$ cat config.mk
export PLATFORM = sky130hd
export DESIGN_NAME = tisync_master
export DESIGN_NICKNAME = d
export VERILOG_FILES = /design/src/rtl/tisync_pkg.sv /design/src/rtl/tisync_clkgen.sv /design/src/rtl/tisync_txbuf.sv /design/src/rtl/tisync_rxbuf.sv /design/src/rtl/tisync_framer.sv /design/src/rtl/tisync_master.sv
export SDC_FILE = /design/constraint.sdc
export NUM_CORES = 1
export LEC_CHECK = 0
export BUFFER_PORTS_ARGS = -buffer_cell sky130_fd_sc_hd__buf_2
export CAP_MARGIN = 5
export CORE_MARGIN = 3
export CORE_UTILIZATION = 60
export CTS_CLUSTER_SIZE = 16
export DETAILED_ROUTE_END_ITERATION = 10
export PLACE_DENSITY = 0.83
export SYNTH_ARGS = -nofsm -noshare
export SYNTH_HDL_FRONTEND = slang
export SYNTH_SLANG_ARGS = --single-unit
$ cat constraint.sdc
create_clock -name clk -period 3.95 [get_ports clk]
set_clock_uncertainty 0.1 [all_clocks]
set_input_delay 0.395 -clock clk [delete_from_list [all_inputs] [get_ports clk]]
set_output_delay 0.395 -clock clk [all_outputs]
set_load 0.01 [all_outputs]
$ cat src/rtl/tisync_pkg.sv
package tisync_pkg;
  typedef enum logic [1:0] {
    ST_IDLE = 2'd0,
    ST_HDR  = 2'd1,
    ST_BITS = 2'd2
  } tisync_state_e;

  localparam logic [1:0] MODE_FD = 2'd0;
  localparam logic [1:0] MODE_TX = 2'd1;
  localparam logic [1:0] MODE_RX = 2'd2;
endpackage

$ cat src/rtl/tisync_clkgen.sv
module tisync_clkgen #(
  parameter int DIV_W = 8
) (
  input  logic             clk,
  input  logic             rst_n,
  input  logic             run,
  input  logic             load,
  input  logic [DIV_W-1:0] half_div,
  output logic             tick
);
  logic [DIV_W-1:0] cnt;
  logic [DIV_W-1:0] reload;

  assign reload = (half_div == '0) ? '0 : half_div - 1'b1;
  assign tick   = run && (cnt == '0);

  always_ff @(posedge clk) begin
    if (!rst_n)             cnt <= '0;
    else if (load || tick)  cnt <= reload;
    else if (cnt != '0)     cnt <= cnt - 1'b1;
  end
endmodule

$ cat src/rtl/tisync_txbuf.sv
module tisync_txbuf #(
  parameter int WORD_W = 8
) (
  input  logic              clk,
  input  logic              rst_n,
  input  logic [WORD_W-1:0] in_data,
  input  logic              in_valid,
  output logic              in_ready,
  input  logic              take,
  output logic              full,
  output logic [WORD_W-1:0] data
);
  assign in_ready = !full;

  always_ff @(posedge clk) begin
    if (!rst_n) begin
      full <= 1'b0;
      data <= '0;
    end else if (take) begin
      full <= 1'b0;
    end else if (in_valid && !full) begin
      full <= 1'b1;
      data <= in_data;
    end
  end
endmodule

$ cat src/rtl/tisync_rxbuf.sv
module tisync_rxbuf #(
  parameter int WORD_W = 8
) (
  input  logic              clk,
  input  logic              rst_n,
  input  logic              load,
  input  logic [WORD_W-1:0] word,
  input  logic              out_ready,
  output logic              out_valid,
  output logic [WORD_W-1:0] out_data,
  input  logic              ovr_clr,
  output logic              ovr
);
  logic pop, clash;

  assign pop   = out_valid && out_ready;
  assign clash = load && out_valid && !pop;

  always_ff @(posedge clk) begin
    if (!rst_n) begin
      out_valid <= 1'b0;
      out_data  <= '0;
      ovr       <= 1'b0;
    end else begin
      if (load && !clash) begin
        out_valid <= 1'b1;
        out_data  <= word;
      end else if (pop) begin
        out_valid <= 1'b0;
      end
      if (clash)        ovr <= 1'b1;
      else if (ovr_clr) ovr <= 1'b0;
    end
  end
endmodule

$ cat src/rtl/tisync_framer.sv
module tisync_framer
  import tisync_pkg::*;
#(
  parameter int WORD_W = 8
) (
  input  logic              clk,
  input  logic              rst_n,
  input  logic              en,
  input  logic [1:0]        mode,
  input  logic              tick,
  input  logic              txb_full,
  input  logic [WORD_W-1:0] txb_data,
  input  logic              miso,
  output logic              load,
  output logic              take,
  output logic              run,
  output logic              word_done,
  output logic [WORD_W-1:0] rx_word,
  output logic              sck,
  output logic              nss,
  output logic              mosi
);
  localparam int CNT_W = (WORD_W > 1) ? $clog2(WORD_W) : 1;
  localparam logic [CNT_W-1:0] TOP_BIT = CNT_W'(WORD_W - 1);

  tisync_state_e    state;
  logic             ph;
  logic [CNT_W-1:0] bitn;
  logic             cont;
  logic [WORD_W-1:0] sh, rsh;
  logic             rx_only, avail, last_bit, end_hi, end_slot, chain;

  assign rx_only  = (mode == MODE_RX);
  assign avail    = en && (rx_only || txb_full);
  assign last_bit = (state == ST_BITS) && (bitn == '0);
  assign end_hi   = tick && !ph;
  assign end_slot = tick && ph;
  assign chain    = end_slot && last_bit && cont;

  assign load      = (state == ST_IDLE) && avail;
  assign take      = (load || chain) && !rx_only;
  assign run       = (state != ST_IDLE);
  assign word_done = end_hi && last_bit;
  assign rx_word   = {rsh[WORD_W-2:0], miso};

  assign sck  = run && !ph;
  assign nss  = (state == ST_HDR) || (last_bit && cont);
  assign mosi = (state == ST_BITS) && sh[WORD_W-1];

  always_ff @(posedge clk) begin
    if (!rst_n) begin
      state <= ST_IDLE;
      ph    <= 1'b0;
      bitn  <= '0;
      cont  <= 1'b0;
      sh    <= '0;
      rsh   <= '0;
    end else if (load) begin
      state <= ST_HDR;
      ph    <= 1'b0;
      cont  <= 1'b0;
      sh    <= rx_only ? '0 : txb_data;
    end else if (end_hi) begin
      if (state == ST_BITS) rsh <= rx_word;
      if (last_bit && !cont) begin
        state <= ST_IDLE;
        ph    <= 1'b0;
      end else begin
        ph <= 1'b1;
      end
    end else if (end_slot) begin
      ph <= 1'b0;
      if (state == ST_HDR) begin
        state <= ST_BITS;
        bitn  <= TOP_BIT;
      end else if (bitn != '0) begin
        bitn <= bitn - 1'b1;
        sh   <= sh << 1;
        if (bitn == CNT_W'(1)) cont <= avail;
      end else begin
        bitn <= TOP_BIT;
        cont <= 1'b0;
        sh   <= rx_only ? '0 : txb_data;
      end
    end
  end
endmodule

$ cat src/rtl/tisync_master.sv
module tisync_master
  import tisync_pkg::*;
#(
  parameter int WORD_W = 8,
  parameter int DIV_W  = 8
) (
  input  logic              clk,
  input  logic              rst_n,
  input  logic              en,
  input  logic [1:0]        mode,
  input  logic [DIV_W-1:0]  half_div,
  input  logic [WORD_W-1:0] tx_data,
  input  logic              tx_valid,
  output logic              tx_ready,
  output logic [WORD_W-1:0] rx_data,
  output logic              rx_valid,
  input  logic              rx_ready,
  input  logic              ovr_clr,
  output logic              ovr,
  output logic              sck,
  output logic              nss,
  output logic              mosi,
  input  logic              miso,
  output logic              busy
);
  logic              tick, load, take, run, word_done, txb_full;
  logic [WORD_W-1:0] txb_data, rx_word;

  tisync_clkgen #(.DIV_W(DIV_W)) u_clk (
    .clk(clk), .rst_n(rst_n), .run(run), .load(load),
    .half_div(half_div), .tick(tick)
  );

  tisync_txbuf #(.WORD_W(WORD_W)) u_tx (
    .clk(clk), .rst_n(rst_n), .in_data(tx_data), .in_valid(tx_valid),
    .in_ready(tx_ready), .take(take), .full(txb_full), .data(txb_data)
  );

  tisync_framer #(.WORD_W(WORD_W)) u_frm (
    .clk(clk), .rst_n(rst_n), .en(en), .mode(mode), .tick(tick),
    .txb_full(txb_full), .txb_data(txb_data), .miso(miso),
    .load(load), .take(take), .run(run), .word_done(word_done),
    .rx_word(rx_word), .sck(sck), .nss(nss), .mosi(mosi)
  );

  tisync_rxbuf #(.WORD_W(WORD_W)) u_rx (
    .clk(clk), .rst_n(rst_n), .load(word_done && (mode != MODE_TX)),
    .word(rx_word), .out_ready(rx_ready), .out_valid(rx_valid),
    .out_data(rx_data), .ovr_clr(ovr_clr), .ovr(ovr)
  );

  assign busy = run;
endmodule

==> results.yml <==
clock_network:
  clock-sinks: 49
  cts_made_buffers: 5
  cts_tree: "done"
  postCtsSetupBuffers: 0
  clk_path_buf_depth: 2
  cts-root-buf: "clkbuf_8"
  htreeDepth: 2
  cts_resized: 0
  ctsHoldBuffers: 0
  clkLatencyLatePin_ns: 0.30
  cts.clk_slew.worst_paths_ns: 0.09
critical_path:
  cpMaxStageDelayCell: "o21ai_1"
  cp-end-kind: "flip-flop"
  cp.required_ns: 4.09
  cp-start-kind: "flip-flop"
  cp_slowest_stage_delay_ns: 0.73
  arrival_ns: 2.69
  crit_fanout: 15
  critical_path_class: "flip-flop to flip-flop"
  reg2regPathDepth: 7
  path_cells: "inv_1 -> ha_1 -> nor3b_1 -> nand2_1 -> o21ai_1 -> o21ai_0 -> a21oi_1"
global_route:
  grt_pass1_vias: 1866
  grt_max_degree: 37
  grtUsageTotal: 0.204
  grt_pass1_wl_um: 8220
  grt_overflow_total: 0
  antenna_found_initial: 0
yosys:
  syn_area_sq_um: 2410
  synth_top_family_by_area: "simple AND/OR/NAND/NOR gates"
  ys_ff_latch: 49
  synthMuxAreaShare: 0.0665
  yosysUniqueCellTypes: 53
  synth_top_area_share: 0.407
  synth_common_cells: "dfxtp_1 (49), nor2_1 (31), o21ai_0 (24)"
  seq_area_frac_synth: 0.407
  yosysWarnings: 0
  synth_fa_ha_area_frac: 0.0364
  synth_xor_area_frac: 0.0327
  synth_nets: 308
  synthArstFlopShare: 0
  netlist_top_cells_area: "dfxtp_1 (41%), mux2i_1 (6.6%), o21ai_0 (5.0%)"
  netlist_instances: 276
  synth_top_cell_by_area: "dfxtp_1"
  synth_area_per_cell_sq_um: 8.73
  yosysMostFrequentCell: "dfxtp_1"
  yosys.area_share.simple: 0.238
  ys.flop_type: "dfxtp_1"
  synth-edff-count: 0
  synth-compound-area-share: 0.183
worst_hold_path:
  worstHoldPathCells: 2
  hold_path_class: "input pin to flip-flop"
route:
  route.detailed.drc: 0
  wl_um: 4860
  drtIter0Drc: 91
  routed_via_density: 5.74
  drtAntennaViolNets: 0
  num_vias: 2073
  routedWlPerCell_um: 13.5
  drt_pass1_iterations: 5
power_and_ir_drop:
  power.share.clock: 0.218
  p_seq_frac: 0.456
  p_sw_frac: 0.360
  combPwrFrac: 0.326
  p_leak_uw: 0.00116
  power_density_nw_per_um2: 489
  peakVddDrop_mv: 0.300
  p_int_uw: 847
  power.switching_uw: 477
timing:
  grt_setup_unrepaired: "no"
  hold_viol_final: 0
  fmax_ghz: 0.392
  tns_ns: 0
  slew_violations: 0
  tightest_slew_ns: 0.815
  timing.final.ws_setup_ns: 1.40
  finalSetupViolations: 0
  fin_crit_sh: 0.646
  slew_headroom: 0.453
  fin_crit_ns: 2.55
placed_design:
  dp_slack_ns: 1.44
  hpwlAfterDp_um: 3640
  io_buffers: 39
  gp_congestion: 0.834
floorplan:
  core_sq_um: 3770
  ios: 40
  die_x_um: 69.4
  start_util: 0.639
  die_y_um: 69.4
  fp-row-count: 22
  dieArea_sq_um: 4810
cells_and_area:
  drive_gt1_frac: 0.179
  syn_to_final_growth_pct: 12.5
  num-nets-final: 344
  diodes: 0
run:
  maxCapViolations: 0
run_status:
  outcome: "finished, final reports clean"
## per-layer routing
| layer | GRT usage | vias to the layer above | wire length (um) |
|---|---|---|---|
| met4 | 0.0868 | 0 | 117 |
| met3 | 0.0420 | 10 | 217 |
| met2 | 0.332 | 45 | 2230 |
| li1 | - | 1061 | - |
| met1 | 0.262 | 957 | 2300 |
| met5 | 0 | - | 0 |
## path summary, 6_finish.rpt
kind / endpoint / slack [ns] / from
hold / removal: u_clk.cnt[0] / 0.20 / half_div[0]
setup / recovery: u_frm.sh[3] / 1.40 / u_clk.cnt[0]
setup reg to reg: u_frm.sh[3] / 1.40 / u_clk.cnt[0]
hold reg to reg: u_tx.data[6] / 0.38 / u_tx.data[6]
## final cells by class
cell class | instances | area, sq um
well taps | 48 | 60.1
flip-flops and latches | 49 | 981
inverters | 12 | 45.0
multi-input cells | 205 | 1340
fillers | 311 | 1060
clock inverters | 2 | 15.0
repair buffers | 39 | 195
clock buffers | 6 | 72.6
## worst max-delay path, delay by kind of cell, from the launching register on
kind / cells / cell delay (ns)
AO/OA/AOI/OAI: 3 / 1.05
AND/OR/NAND/NOR: 2 / 0.62
flip-flops: 1 / 0.33
adder cells (fa/ha/maj): 1 / 0.23
buffers and inverters: 1 / 0.14
## power groups by stage
| stage | logic [uW] | clock network [uW] | registers, uW |
|---|---|---|---|
| floorplan | 343 | 0 | 599 |
| global placement | 418 | 0 | 612 |
| detailed placement | 428 | 0 | 615 |
| CTS | 432 | 300 | 603 |
| global route | 481 | 311 | 611 |
| finish | 432 | 289 | 603 |
## cell families (layout without fill, tap and decap cells)
logic type | count (synthesis) | after routing
simple gates | 103 | 103
buf+inv | 22 | 59
flops | 49 | 49
mux | 16 | 16
xor+xnor | 9 | 9
fa+ha+maj | 7 | 7
compound gates | 70 | 70
## sequential cells by signal, summed over array words and instances, names as in the netlist
name,flops
u_clk.cnt,8
u_frm.sh,8
u_rx.out_data,8
u_tx.data,8
u_frm.rsh,7
u_frm.bitn,3
u_frm.state,2
u_frm.cont,1
u_frm.ph,1
u_rx.out_valid,1
u_rx.ovr,1
u_tx.full,1
## per-stage QoR
stage | utilization | hold WS, ns | area [sq um] | power [uW] | instances
6_report | 0.718 | 0.204 | 2710 | 1320 | 361
5_1_grt | 0.718 | 0.218 | 2710 | 1400 | 361
4_1_cts | 0.718 | 0.190 | 2710 | 1340 | 361
3_5_place_dp | 0.695 | 0.369 | 2620 | 1040 | 353
3_3_place_gp | 0.695 | 0.361 | 2620 | 1030 | 353
2_1_floorplan | - | 0.344 | 2410 | 942 | 276
## placed cells by master, fill, tap and decap left out, types with 3 or more instances in the layout
cell,netlist,final
xor2_1,3,3
buf_2,3,39
clkbuf_8,0,5
dfxtp_1,49,49
o21ai_1,3,3
a22oi_1,8,8
a21oi_1,15,15
o21ai_0,24,24
o22ai_1,5,5
mux2i_1,16,16
nand3_1,14,14
ha_1,7,7
nand2_1,21,21
nor3_1,4,4
or4_1,3,3
nor3b_1,4,4
nor2_1,31,31
xnor2_1,6,6
nor2b_1,4,4
inv_1,11,11
Power figures use the tool's default switching activity.
